$ cat src/rtl/rev_select.sv
module rev_select #(
  parameter int SZ_W      = 4,
  parameter int CAP_UNITS = 8,
  localparam int AW       = SZ_W + 2
) (
  input  logic            clk,
  input  logic            por_n,
  input  logic [1:0]      ext_sel,
  input  logic [1:0]      int_sel,
  input  logic            src_int,
  input  logic            ce,
  input  logic            oe_rst,
  input  logic            cf,
  input  logic            jtag_reconf,
  input  logic [4*SZ_W-1:0] size_tbl,
  output logic [1:0]      rev,
  output logic [AW-1:0]   start_addr,
  output logic            rev_invalid
);
  // strobe bit order: 0 ce, 1 oe_rst, 2 cf, 3 jtag
  logic [3:0] strb, s1, s2, prev, rise, fall;
  logic pu, cap, sel_ok;
  logic [1:0] sel;
  logic [SZ_W-1:0] tbl [4];
  logic [AW-1:0] pre [5];

  assign strb = {jtag_reconf, cf, oe_rst, ce};

  always_ff @(posedge clk or negedge por_n)
    if (!por_n) begin
      s1 <= '0; s2 <= '0; prev <= '0; pu <= 1'b1;
    end else begin
      s1 <= strb; s2 <= s1; prev <= s2; pu <= 1'b0;
    end

  assign rise = s2 & ~prev;
  assign fall = ~s2 & prev;
  assign cap  = pu | rise[0] | (fall[1] & ~s2[0]) | (rise[2] & ~s2[0]) | rise[3];

  always_ff @(posedge clk)
    if (!por_n)
      for (int i = 0; i < 4; i++) tbl[i] <= size_tbl[i*SZ_W +: SZ_W];

  always_comb begin
    pre[0] = '0;
    for (int i = 0; i < 4; i++) pre[i+1] = pre[i] + AW'(tbl[i]);
  end

  assign sel    = src_int ? int_sel : ext_sel;
  assign sel_ok = (tbl[sel] != '0) && (pre[{1'b0, sel} + 3'd1] <= AW'(CAP_UNITS));

  always_ff @(posedge clk or negedge por_n)
    if (!por_n) begin
      rev <= 2'd0; rev_invalid <= 1'b0;
    end else if (cap) begin
      rev_invalid <= !sel_ok;
      if (sel_ok) rev <= sel;
    end

  assign start_addr = pre[{1'b0, rev}];

  assert_hold_R7: assert property (@(posedge clk) disable iff (!por_n)
    !cap |=> $stable(rev) && $stable(rev_invalid));
  assert_take_R2: assert property (@(posedge clk) disable iff (!por_n)
    cap && sel_ok |=> rev == $past(src_int ? int_sel : ext_sel) && !rev_invalid);
  assert_keep_bad_R9: assert property (@(posedge clk) disable iff (!por_n)
    cap && !sel_ok |=> $stable(rev) && rev_invalid);
  assert_gated_R4: assert property (@(posedge clk) disable iff (!por_n)
    s2[0] && !pu && !rise[3] && !rise[0] |=> $stable(rev));
  assert_base_R8: assert property (@(posedge clk) disable iff (!por_n)
    rev == 2'd0 |-> start_addr == '0);
endmodule

$ cat config.mk
export PLATFORM = sky130hd
export DESIGN_NAME = rev_select
export DESIGN_NICKNAME = d
export VERILOG_FILES = /design/src/rtl/rev_select.sv
export SDC_FILE = /design/constraint.sdc
export NUM_CORES = 1
export LEC_CHECK = 0
export ABC_AREA = 0
export ABC_CLOCK_PERIOD_IN_PS = 8500
export BUFFER_PORTS_ARGS = -buffer_cell sky130_fd_sc_hd__buf_4
export CORE_MARGIN = 2
export CORE_UTILIZATION = 58
export CTS_CLUSTER_SIZE = 40
export DETAILED_ROUTE_END_ITERATION = 12
export PLACE_DENSITY = 0.84
export SYNTH_ARGS = -nofsm -noshare
export SYNTH_HDL_FRONTEND = slang
export SYNTH_SLANG_ARGS = --single-unit
$ cat constraint.sdc
create_clock -name clk -period 8.5 [get_ports clk]
set_input_delay 0.85 -clock clk [delete_from_list [all_inputs] [get_ports clk]]
set_output_delay 0.85 -clock clk [all_outputs]
set_load 0.02 [all_outputs]
==> qor.yml, run 1 <==
outcome: "finished clean"
rsz0062_at_grt: "false"
crit_type: "flip-flop to flip-flop"
worst_pin_slew_ps: 607
postCtsHoldBufs: 0
synth-main-ff-cell: "edfxtp_1"
die_h_um: 59.1
max_cap_violations: 0
grt_pass1_wl_mm: 5.60
tns_ps: 0
cts_tree: "built"
yosysTopAreaCell: "edfxtp_1"
ir_drop_v: 0.000203
synth_top_area_share: 0.273
grt_pass1_vias: 1241
route.detailed.drc: 0
track_usage: 0.226
ys_ff_latch: 32
yosysWarnings: 0
path_clk_slew_ps: 90
globalplace.congestion: 0.889
die_w_um: 59.1
antenna_cells: 0
root_buffer: "clkbuf_4"
synth.cell_area_mm2: 0.00176
setup_ws_ps: 4410
worst_ep_arrival_time_ps: 4280
fillers: 175
synth.avg_cell_area_um2: 12.7
routed_via_density: 5.87
ys_types: 45
min_period_ps: 4090
start_util: 0.622
portBuffers: 35
fin_crit_sh: 0.481
core_mm2: 0.00283
synth_edf_count: 16
ys_top_cells_by_area: "edfxtp_1 (27%), dfrtp_1 (21%), ha_1 (10%)"
post_cts_buffers: 0
cts_inserted_buffers: 5
slew_violations: 0
ant_nets: 0
clk_latency_ps: 320
vias: 1239
grt_antenna_before_repair: 0
ioPinCount: 36
fmax_ghz: 0.245
wirelength_mm: 3.44
ys_async_sr_fraction: 0.500
p_per_area_mw_per_mm2: 270
synthCells: 139
cts.path.max_buffers: 2
cts.sinks: 32
drt-wirelength-per-cell_um: 16.3
finish.net_count: 223
postCtsResizedCells: 0
drive_gt1_frac: 0.322
yosysSeqAreaShare: 0.501
start_kind: "flip-flop"
crit_path_max_fanout: 4
leakage_nw: 0.956
finalClockSkew_ps: 14.7
hold_path_class: "flip-flop to flip-flop"
htreeDepth: 2
drtIter0Drc: 66
dieArea_mm2: 0.00349
dp_hpwl_mm: 2.85
first_pass_iters: 4
syn_to_final_growth_pct: 21.0
synth_fp_nets: 183
num_rows: 19
dp_slack_ps: 4420
setup_viol: 0
grt_max_degree: 18
overflow: 0
max-slew-margin-rel: 0.595
required_ps: 8690
finalHoldViolCount: 0
worstSetupEndpointType: "flip-flop"
[per-stage QoR]
step	hold WS [ps]	std cells	utilization	total power, mW	area [µm²]
after global routing	364	211	0.753	0.612	2130
after CTS	364	211	0.753	0.579	2130
after floorplan	331	139	-	0.387	1760
final	359	211	0.753	0.576	2130
after detailed placement	336	203	0.726	0.471	2050
after global placement	335	203	0.726	0.459	2050
[layout by cell type (no fill, tap or decap), drive strengths merged, types with 2 or more instances in the layout]
master	instances
nand2	2
nand3b	2
nor2	5
nor4	3
ha	14
a211o	3
clkbuf	6
a21o	3
buf	35
nor2b	2
dfrtp	15
fa	3
a22o	5
a21oi	9
xor2	4
nand3	4
nand2b	2
o21ai	2
edfxtp	16
xnor2	4
nor3	4
inv	12
mux2	7
o21a	2
[synth_stat cells, types with 3 or more instances]
library cell,count
a21oi_1,7
edfxtp_1,16
nor2_1,5
xor2_1,3
nand3_1,3
mux2_2,5
a211o_1,3
inv_1,11
fa_1,3
a22o_1,5
ha_1,14
nor3_1,4
dfrtp_1,15
xnor2_1,4
[metal layers]
metal,wire [µm],vias up,track usage
li1,-,595,-
met2,1800,46,0.395
met4,87,0,0.0812
met5,0,-,0
met3,143,10,0.0546
met1,1410,588,0.270
[flip-flops by register name, summed over array words and instances, names as in the netlist]
register,flops
prev,4
s2,4
s1,4
pu,1
rev,2
tbl,16
rev_invalid,1
[final timing paths]
kind	from	end	slack, ps	cells after the start
min in group asynchronous	por_n	rev[0]	370	1
worst max-delay path	tbl[0][0]	rev[1]	4410	14
max in group asynchronous	por_n	pu	7870	1
worst min register to register	s1[1]	s2[1]	360	0
worst min-delay path	s1[1]	s2[1]	360	0
worst max register to register	tbl[0][0]	rev[1]	4410	14
[kinds of logic (layout without fill, tap and decap cells)]
kind of cell / after synthesis / after routing / synth area share
compound gates: 32 / 32 / 0.140
flops: 32 / 32 / 0.501
simple gates: 27 / 27 / 0.0967
fa+ha+maj: 17 / 17 / 0.134
buf+inv: 14 / 55 / 0.0299
xor+xnor: 8 / 8 / 0.0441
mux: 8 / 8 / 0.0526
other cells: 1 / 1 / 0.00213
[where the power goes]
group	switching, mW	internal (mW)
sequential	0.0235	0.180
clock	0.0451	0.0617
combinational	0.140	0.125
[layout make-up]
cell class	instances	area (µm²)	share of cell area
flip-flops and latches	32	882	0.414
multi-input cells	93	826	0.388
repair buffers	35	263	0.123
inverters	12	45.0	0.0211
clock buffers	6	41.3	0.0194
well taps	31	38.8	0.0182
clock inverters	2	35.0	0.0164
[critical path, stage by stage (launching register included)]
cell and delay [ps]:
edfxtp_1 430, ha_1 260, fa_1 410, xor2_1 270, ha_1 260, a211o_1 130, o21ai_1 70, xnor2_1 400
ha_1 340, o21a_1 150, a31oi_1 210, nand3_1 100, o211a_1 240, nor4_4 330, mux2_1 350
Power figures use the tool's default switching activity.
==> run 2, diff against run 1 <==
ABC_AREA = 1   (was 0)
ABC_CLOCK_PERIOD_IN_PS = 4100   (was 8500)
CORE_UTILIZATION = 55   (was 58)
PLACE_DENSITY = 0.79   (was 0.84)
clock period = 4.1 ns   (was 8.5 ns; I/O delays follow)
==> run 2 against run 1 <==
  * Cell count up 41%
  * Critical path depth increased by 9
  * Global-route usage fell by 2.1 points
  * Non-clock buffer count grew 1
  * Sequential share of layout area shrank 2.7 points
  * Synthesized cell count increased by 50%
  * Clock skew shrank 12 ps
  * Core utilization is 6.4 points lower
  * First-iteration DRC count increased by 100%
  * Largest power group unchanged
  * Highest routed layer unchanged
==> qor.yml, run 2 <==
p_int_mw: 0.679  # +85%
layout_commonest_cell: "nand2_1"
die_w_um: 62.3  # +5.5%
grt_antenna_before_repair: 0  # unchanged
setup_viol: 0  # unchanged
cts_inserted_buffers: 5  # unchanged
cpLargestDelayFamily: "simple AND/OR/NAND/NOR gates"
core_mm2: 0.00331  # +17%
synth.cell_area_mm2: 0.00187  # +6.3%
tns_ps: 0  # unchanged
syn_to_final_growth_pct: 21.9
power_frac_comb: 0.444  # -0.017
ys_top_cells_by_area: "edfxtp_1 (26%), dfrtp_1 (20%), ha_1 (9.4%)"
max_cap_violations: 0  # unchanged
antenna_cells: 0  # unchanged
rr_worst_depth: 23  # +9
cpMostUsedCell: "nand2_1"
leakage_nw: 1.14  # +19%
largest_register_ffs: 16  # unchanged
slew_violations: 0  # unchanged
p_sw_frac: 0.400  # +0.0378
num_rows: 21  # +2
outcome: "finished clean"
clk_latency_ps: 340  # +20 ps
yosysTopAreaCell: "edfxtp_1"
drive_gt1_frac: 0.230  # -0.0921
r2r_end: "rev[0]"
grt_pass1_vias: 1422  # +15%
r2r-start: "tbl[0][0]"
fin_crit_sh: 0.840  # +0.359
crit_type: "flip-flop to flip-flop"
ioPinCount: 36  # unchanged
finalHoldViolCount: 0  # unchanged
track_usage: 0.204  # -0.0211
yosysSeqAreaShare: 0.471  # -0.0298
power.share.sequential: 0.360  # +0.006
root_buffer: "clkbuf_4"
fillers: 282  # +61%
drt-wirelength-per-cell_um: 12.1  # -26%
synthCells: 208  # +50%
vias: 1508  # +22%
fmax_ghz: 0.290  # +19%
portBuffers: 35  # unchanged
rsz0062_at_grt: "false"
drtIter0Drc: 135  # +100%
ys_ff_latch: 32  # unchanged
synth-main-ff-cell: "edfxtp_1"
min_period_ps: 3440  # -643 ps
htreeDepth: 2  # unchanged
finish.net_count: 295  # +32%
dp_hpwl_mm: 2.91  # +2.2%
worst_pin_slew_ps: 587  # -19.2 ps
final_cell_mix: "nand2_1 (45), inv_1 (35), buf_4 (35), nand3_1 (22), nor2_1 (18)"
path_clk_slew_ps: 100  # about the same
globalplace.congestion: 0.863  # -2.9%
p_sw_mw: 0.453  # +120%
cts.path.max_buffers: 2  # unchanged
dieArea_mm2: 0.00389  # +11%
required_ps: 4340  # -4350 ps
ant_nets: 0  # unchanged
hold_path_class: "input port to flip-flop"
cts.sinks: 32  # unchanged
grt_pass1_wl_mm: 6.18  # +10%
overflow: 0  # unchanged
yosysWarnings: 0  # unchanged
routed_via_density: 5.06  # -14%
clockPowerShare: 0.196  # +0.011
first_pass_iters: 4  # unchanged
ys_types: 30  # -33%
wirelength_mm: 3.60  # +4.9%
ys_async_sr_fraction: 0.500  # unchanged
die_h_um: 62.3  # +5.5%
synth.avg_cell_area_um2: 9.00  # -29%
start_util: 0.565  # -0.0569
start_kind: "flip-flop"
synthTopCellsByCount: "nand2_1 (45), inv_1 (35), nand3_1 (22)"
synth_top_area_share: 0.257  # -0.0162
cp-startpoint: "tbl[0][0]"
route.detailed.drc: 0  # unchanged
grt_max_degree: 18  # unchanged
worst_ep_arrival_time_ps: 3680  # -600 ps
synth_fp_nets: 252  # +38%
max-slew-margin-rel: 0.608  # +0.0128
crit_path_max_fanout: 5  # +1
worstSetupEndpointType: "flip-flop"
critPathSlowestCell: "edfxtp_1"
cts_tree: "built"
fin_hold_ws_ps: 171  # -187 ps
p_per_area_mw_per_mm2: 496  # +84%
ir_drop_v: 0.000250  # +24%
path_cells: "ha_1 -> fa_1 -> or2_1 -> nand2_1 -> inv_1 -> ha_1 -> inv_1 -> nand2_1 -> nand2_1 -> inv_1 -> ha_1 -> nand2_1 -> nand2_1 -> nor2_1 -> nand2_1 -> nand2_1 -> inv_1 -> nand2_2 -> nand3_2 -> nor2_4 -> nand2_2 -> nand2_1 -> nand2_1"
synth_edf_count: 16  # unchanged
yosysMostFrequentCell: "nand2_1"
crit_buf_inv: 4  # +4
critPathCapture: "rev[0]"
slowest_delay_ps: 440  # about the same
finalClockSkew_ps: 3.01  # -11.6 ps
largest_register: "tbl"
reg2reg_slack_ps: 660  # -3760 ps
path_depth: 23  # +9
finalPower_mw: 1.13  # +97%
-- run 2: cell types whose count changed after synthesis, sizes merged, moves of 3 or more --
cell / before / now
a21o: 3 / 0
a22o: 5 / 0
o221ai: 0 / 4
a211o: 3 / 0
inv: 12 / 36
mux2: 7 / 0
xnor2: 4 / 0
nor2: 5 / 21
nor4: 3 / 0
o22ai: 0 / 3
xor2: 4 / 1
nand3: 4 / 24
nand2: 2 / 50
a21oi: 9 / 5
-- run 2: cell families (layout without fill, tap and decap cells) --
| logic type | Yosys count | in the layout | share of synthesized area |
|---|---|---|---|
| adder cells (fa/ha/maj) | 17 | 17 | 0.126 |
| buffers and inverters | 36 | 80 | 0.0735 |
| flip-flops | 32 | 32 | 0.471 |
| other | 1 | 1 | 0.00200 |
| AND/OR/NAND/NOR | 102 | 102 | 0.252 |
| AO/OA/AOI/OAI | 19 | 19 | 0.0709 |
| XOR/XNOR | 1 | 1 | 0.00468 |
-- run 2: power groups by stage --
| stage | registers [mW] | logic (mW) | clock network, mW |
|---|---|---|---|
| 2_1_floorplan | 0.418 | 0.330 | 0 |
| 3_3_place_gp | 0.414 | 0.491 | 0 |
| 3_5_place_dp | 0.415 | 0.499 | 0 |
| 4_1_cts | 0.408 | 0.501 | 0.228 |
| 5_1_grt | 0.413 | 0.564 | 0.246 |
| 6_report | 0.408 | 0.502 | 0.222 |
-- run 2: worst min-delay path by stage --
| stage | start | end | slack (ps) | cells after the start |
|---|---|---|---|---|
| 2_1_floorplan | por_n | prev[0] | 110 | 0 |
| 3_3_place_gp | por_n | prev[1] | 280 | 1 |
| 3_5_place_dp | por_n | prev[1] | 280 | 1 |
| 4_1_cts | oe_rst | s1[1] | 160 | 1 |
| 5_1_grt | oe_rst | s1[1] | 140 | 1 |
| 6_report | jtag_reconf | s1[3] | 170 | 1 |
-- run 2: per-layer routing --
metal | up-vias | wire length [µm] | GRT usage
li1 | 768 | - | -
met1 | 681 | 1580 | 0.282
met2 | 51 | 1730 | 0.315
met3 | 8 | 235 | 0.0580
met4 | 0 | 59 | 0.0667
met5 | - | 0 | 0
-- run 2: timing repair --
action / in CTS / in global routing
setup endpoints to repair: 0 / 0
setup buffers: 0 / 0
resized for setup: 0 / 0
hold endpoints to repair: 15 / 0
hold buffers: 1 / 0
-- run 2: layout make-up --
| type | count | area (µm²) | area share |
|---|---|---|---|
| clock buffer | 6 | 62.6 | 0.0274 |
| clock inverter | 2 | 16.3 | 0.00713 |
| inverter | 36 | 138 | 0.0603 |
| multi-input combinational | 140 | 852 | 0.374 |
| sequential | 32 | 882 | 0.387 |
| tap | 46 | 57.6 | 0.0252 |
| timing repair buffer | 36 | 273 | 0.120 |
-- run 2: stage by stage --
step           std cells  utilization  cell area [µm²]  setup WS (ps)
2_1_floorplan        208            -             1870            951
3_3_place_gp         289        0.662             2190            807
3_5_place_dp         289        0.662             2190            689
4_1_cts              298        0.689             2280            662
5_1_grt              298        0.689             2280            376
6_report             298        0.689             2280            656
-- run 2: worst register-to-register path: stages (launching register included) --
cell,delay (ps)
edfxtp_1,440
ha_1,250
fa_1,400
or2_1,220
nand2_1,110
inv_1,60
ha_1,330
inv_1,70
nand2_1,40
nand2_1,100
inv_1,50
ha_1,330
nand2_1,90
nand2_1,50
nor2_1,160
nand2_1,70
nand2_1,70
inv_1,40
nand2_2,60
nand3_2,90
nor2_4,150
nand2_2,70
nand2_1,50
nand2_1,50
==> run 3, diff against run 2 <==
ABC_AREA = 0   (was 1)
ABC_CLOCK_PERIOD_IN_PS = 3100   (was 4100)
CORE_UTILIZATION = 49   (was 55)
PLACE_DENSITY = 0.75   (was 0.79)
clock period = 3.1 ns   (was 4.1 ns; I/O delays follow)
==> run 3 against run 2 <==
  * The run now ends with negative setup slack left
  * Worst setup slack got worse by 1300 ps
  * Final area is 11% higher
  * Non-clock buffer count increased by 29
  * Largest power group unchanged
  * Flip-flop and latch count stayed put
  * Register-to-register slack got worse by 1300 ps
  * Fmax down 8.5%
  * Sequential power rose by 36%
  * Clock power is 43% higher
  * Clock skew up 13 ps
==> qor.yml, run 3 (same netlist as run 1, synthesis figures left out) <==
outcome: "complete, but fails checks"
violations: "negative setup slack"
grt_antenna_before_repair: 0  # unchanged
worst_pin_slew_ps: 641  # +53.8 ps
fillers: 206  # -27%
grt_max_degree: 18  # unchanged
syn_to_final_growth_pct: 43.4
setup_ws_ps: -664  # -1320 ps
vias: 1386  # -8.1%
leakage_nw: 1.15  # +0.76%
routed_via_density: 5.41  # +7.0%
drtIter0Drc: 73  # -46%
core_mm2: 0.00339  # +2.4%
crit_path_max_fanout: 4  # -1
die_w_um: 63.9  # +2.6%
finish.net_count: 253  # -14%
cts_tree: "built"
num_rows: 21  # unchanged
ant_nets: 0  # unchanged
min_period_ps: 3760  # +320 ps
final_cell_mix: "buf_4 (55), edfxtp_1 (16), dfrtp_1 (15), ha_1 (12)"
start_kind: "flip-flop"
p_per_area_mw_per_mm2: 766  # +54%
ir_drop_v: 0.000477  # +91%
slew_violations: 0  # unchanged
cts.path.max_buffers: 2  # unchanged
hold_path_class: "input port to flip-flop"
track_usage: 0.213  # +0.00891
max-slew-margin-rel: 0.572  # -0.0359
finalPower_mw: 1.93  # +71%
drt-wirelength-per-cell_um: 16.0  # +32%
antenna_cells: 0  # unchanged
fin_crit_sh: 1.21  # +0.374
worstSetupEndpointType: "flip-flop"
ioPinCount: 36  # unchanged
portBuffers: 35  # unchanged
layout_commonest_cell: "buf_4"
route.detailed.drc: 0  # unchanged
die_h_um: 63.9  # +2.6%
path_clk_slew_ps: 100  # about the same
dp_hpwl_mm: 2.90  # -0.29%
fin_hold_ws_ps: 95.6  # -75.7 ps
finalClockSkew_ps: 16.0  # +13.0 ps
overflow: 0  # unchanged
fmax_ghz: 0.266  # -8.5%
grt_pass1_wl_mm: 6.54  # +5.9%
setup_viol: 8  # +8
largest_register_ffs: 16  # unchanged
globalplace.congestion: 0.859  # -0.56%
largest_register: "tbl"
first_pass_iters: 4  # unchanged
cts_inserted_buffers: 5  # unchanged
wirelength_mm: 4.10  # +14%
rsz0062_at_grt: "true"
start_util: 0.519  # -0.0460
max_cap_violations: 0  # unchanged
root_buffer: "clkbuf_4"
required_ps: 3310  # -1030 ps
drive_gt1_frac: 0.510  # +0.279
finalHoldViolCount: 0  # unchanged
clk_latency_ps: 330  # about the same
crit_type: "flip-flop to flip-flop"
worst_ep_arrival_time_ps: 3980  # +300 ps
cts.sinks: 32  # unchanged
dieArea_mm2: 0.00409  # +5.2%
grt_pass1_vias: 1465  # +3.0%
htreeDepth: 2  # unchanged
==> run 3: cell types whose count changed in the layout (fill, tap and decap cells not counted), sizes merged, moves of 4 or more <==
cell,previous run,this run
a22o,0,5
nor2,21,5
mux2,0,7
a21oi,5,9
buf,35,64
xnor2,0,4
o221ai,4,0
inv,37,12
nand2,50,2
nand3,24,4
==> run 3: final timing paths <==
| path | from | end | slack, ps | depth (start not counted) |
|---|---|---|---|---|
| worst min register to register | s1[3] | s2[3] | 350 | 0 |
| worst min-delay path | cf | s1[2] | 100 | 1 |
| min in group asynchronous | por_n | rev[1] | 370 | 2 |
| worst max register to register | tbl[1][0] | rev[0] | -660 | 13 |
| max in group asynchronous | por_n | pu | 2470 | 2 |
| worst max-delay path | tbl[1][0] | rev[0] | -660 | 13 |
==> run 3: power by group <==
part | switching [mW] | total (mW) | internal (mW)
clock | 0.136 | 0.318 | 0.182
sequential | 0.0614 | 0.555 | 0.494
combinational | 0.489 | 1.06 | 0.572
total | 0.686 | 1.93 | 1.25
==> run 3: metal layers <==
layer / track usage / wire length (µm) / vias up
met2: 0.349 / 2090 / 41
met5: 0 / 0 / -
met3: 0.0423 / 165 / 10
li1: - / - / 654
met1: 0.273 / 1730 / 681
met4: 0.0978 / 112 / 0
==> run 3: repair_timing <==
item | in CTS | in global routing
endpoints found under the hold margin | 15 | 0
pin swaps | 14 | 7
hold buffers | 1 | 0
setup buffers | 4 | 5
setup endpoints to repair | 8 | 8
resized for setup | 23 | 5
==> run 3: final cells by class <==
type	instances	area, µm²	area share
Multi-Input combinational cell	93	926	0.367
Sequential cell	32	882	0.349
Timing Repair Buffer	65	524	0.208
Clock buffer	8	90.1	0.0357
Tap cell	46	57.6	0.0228
Inverter	12	45.0	0.0178
==> run 3: worst max-delay path: stages, from the launching register on <==
cell and delay [ps]:
edfxtp_1 410, ha_2 230, fa_2 570, inv_2 40, fa_2 360, xnor2_2 160, ha_1 350, nor2b_4 150
o21a_1 180, buf_4 140, xnor2_1 120, o211a_1 260, nor4_4 360, mux2_4 330
==> run 3: stage by stage <==
step                TNS, ps  area, µm²  utilization  setup WS [ps]  instances
finish                -2610       2520        0.745           -664        256
global route          -3610       2520        0.745           -828        256
global placement      -1530       2240        0.662           -563        238
CTS                   -2330       2460        0.726           -656        251
detailed placement    -1930       2240        0.662           -698        238
floorplan             -1190       1780            -           -486        139
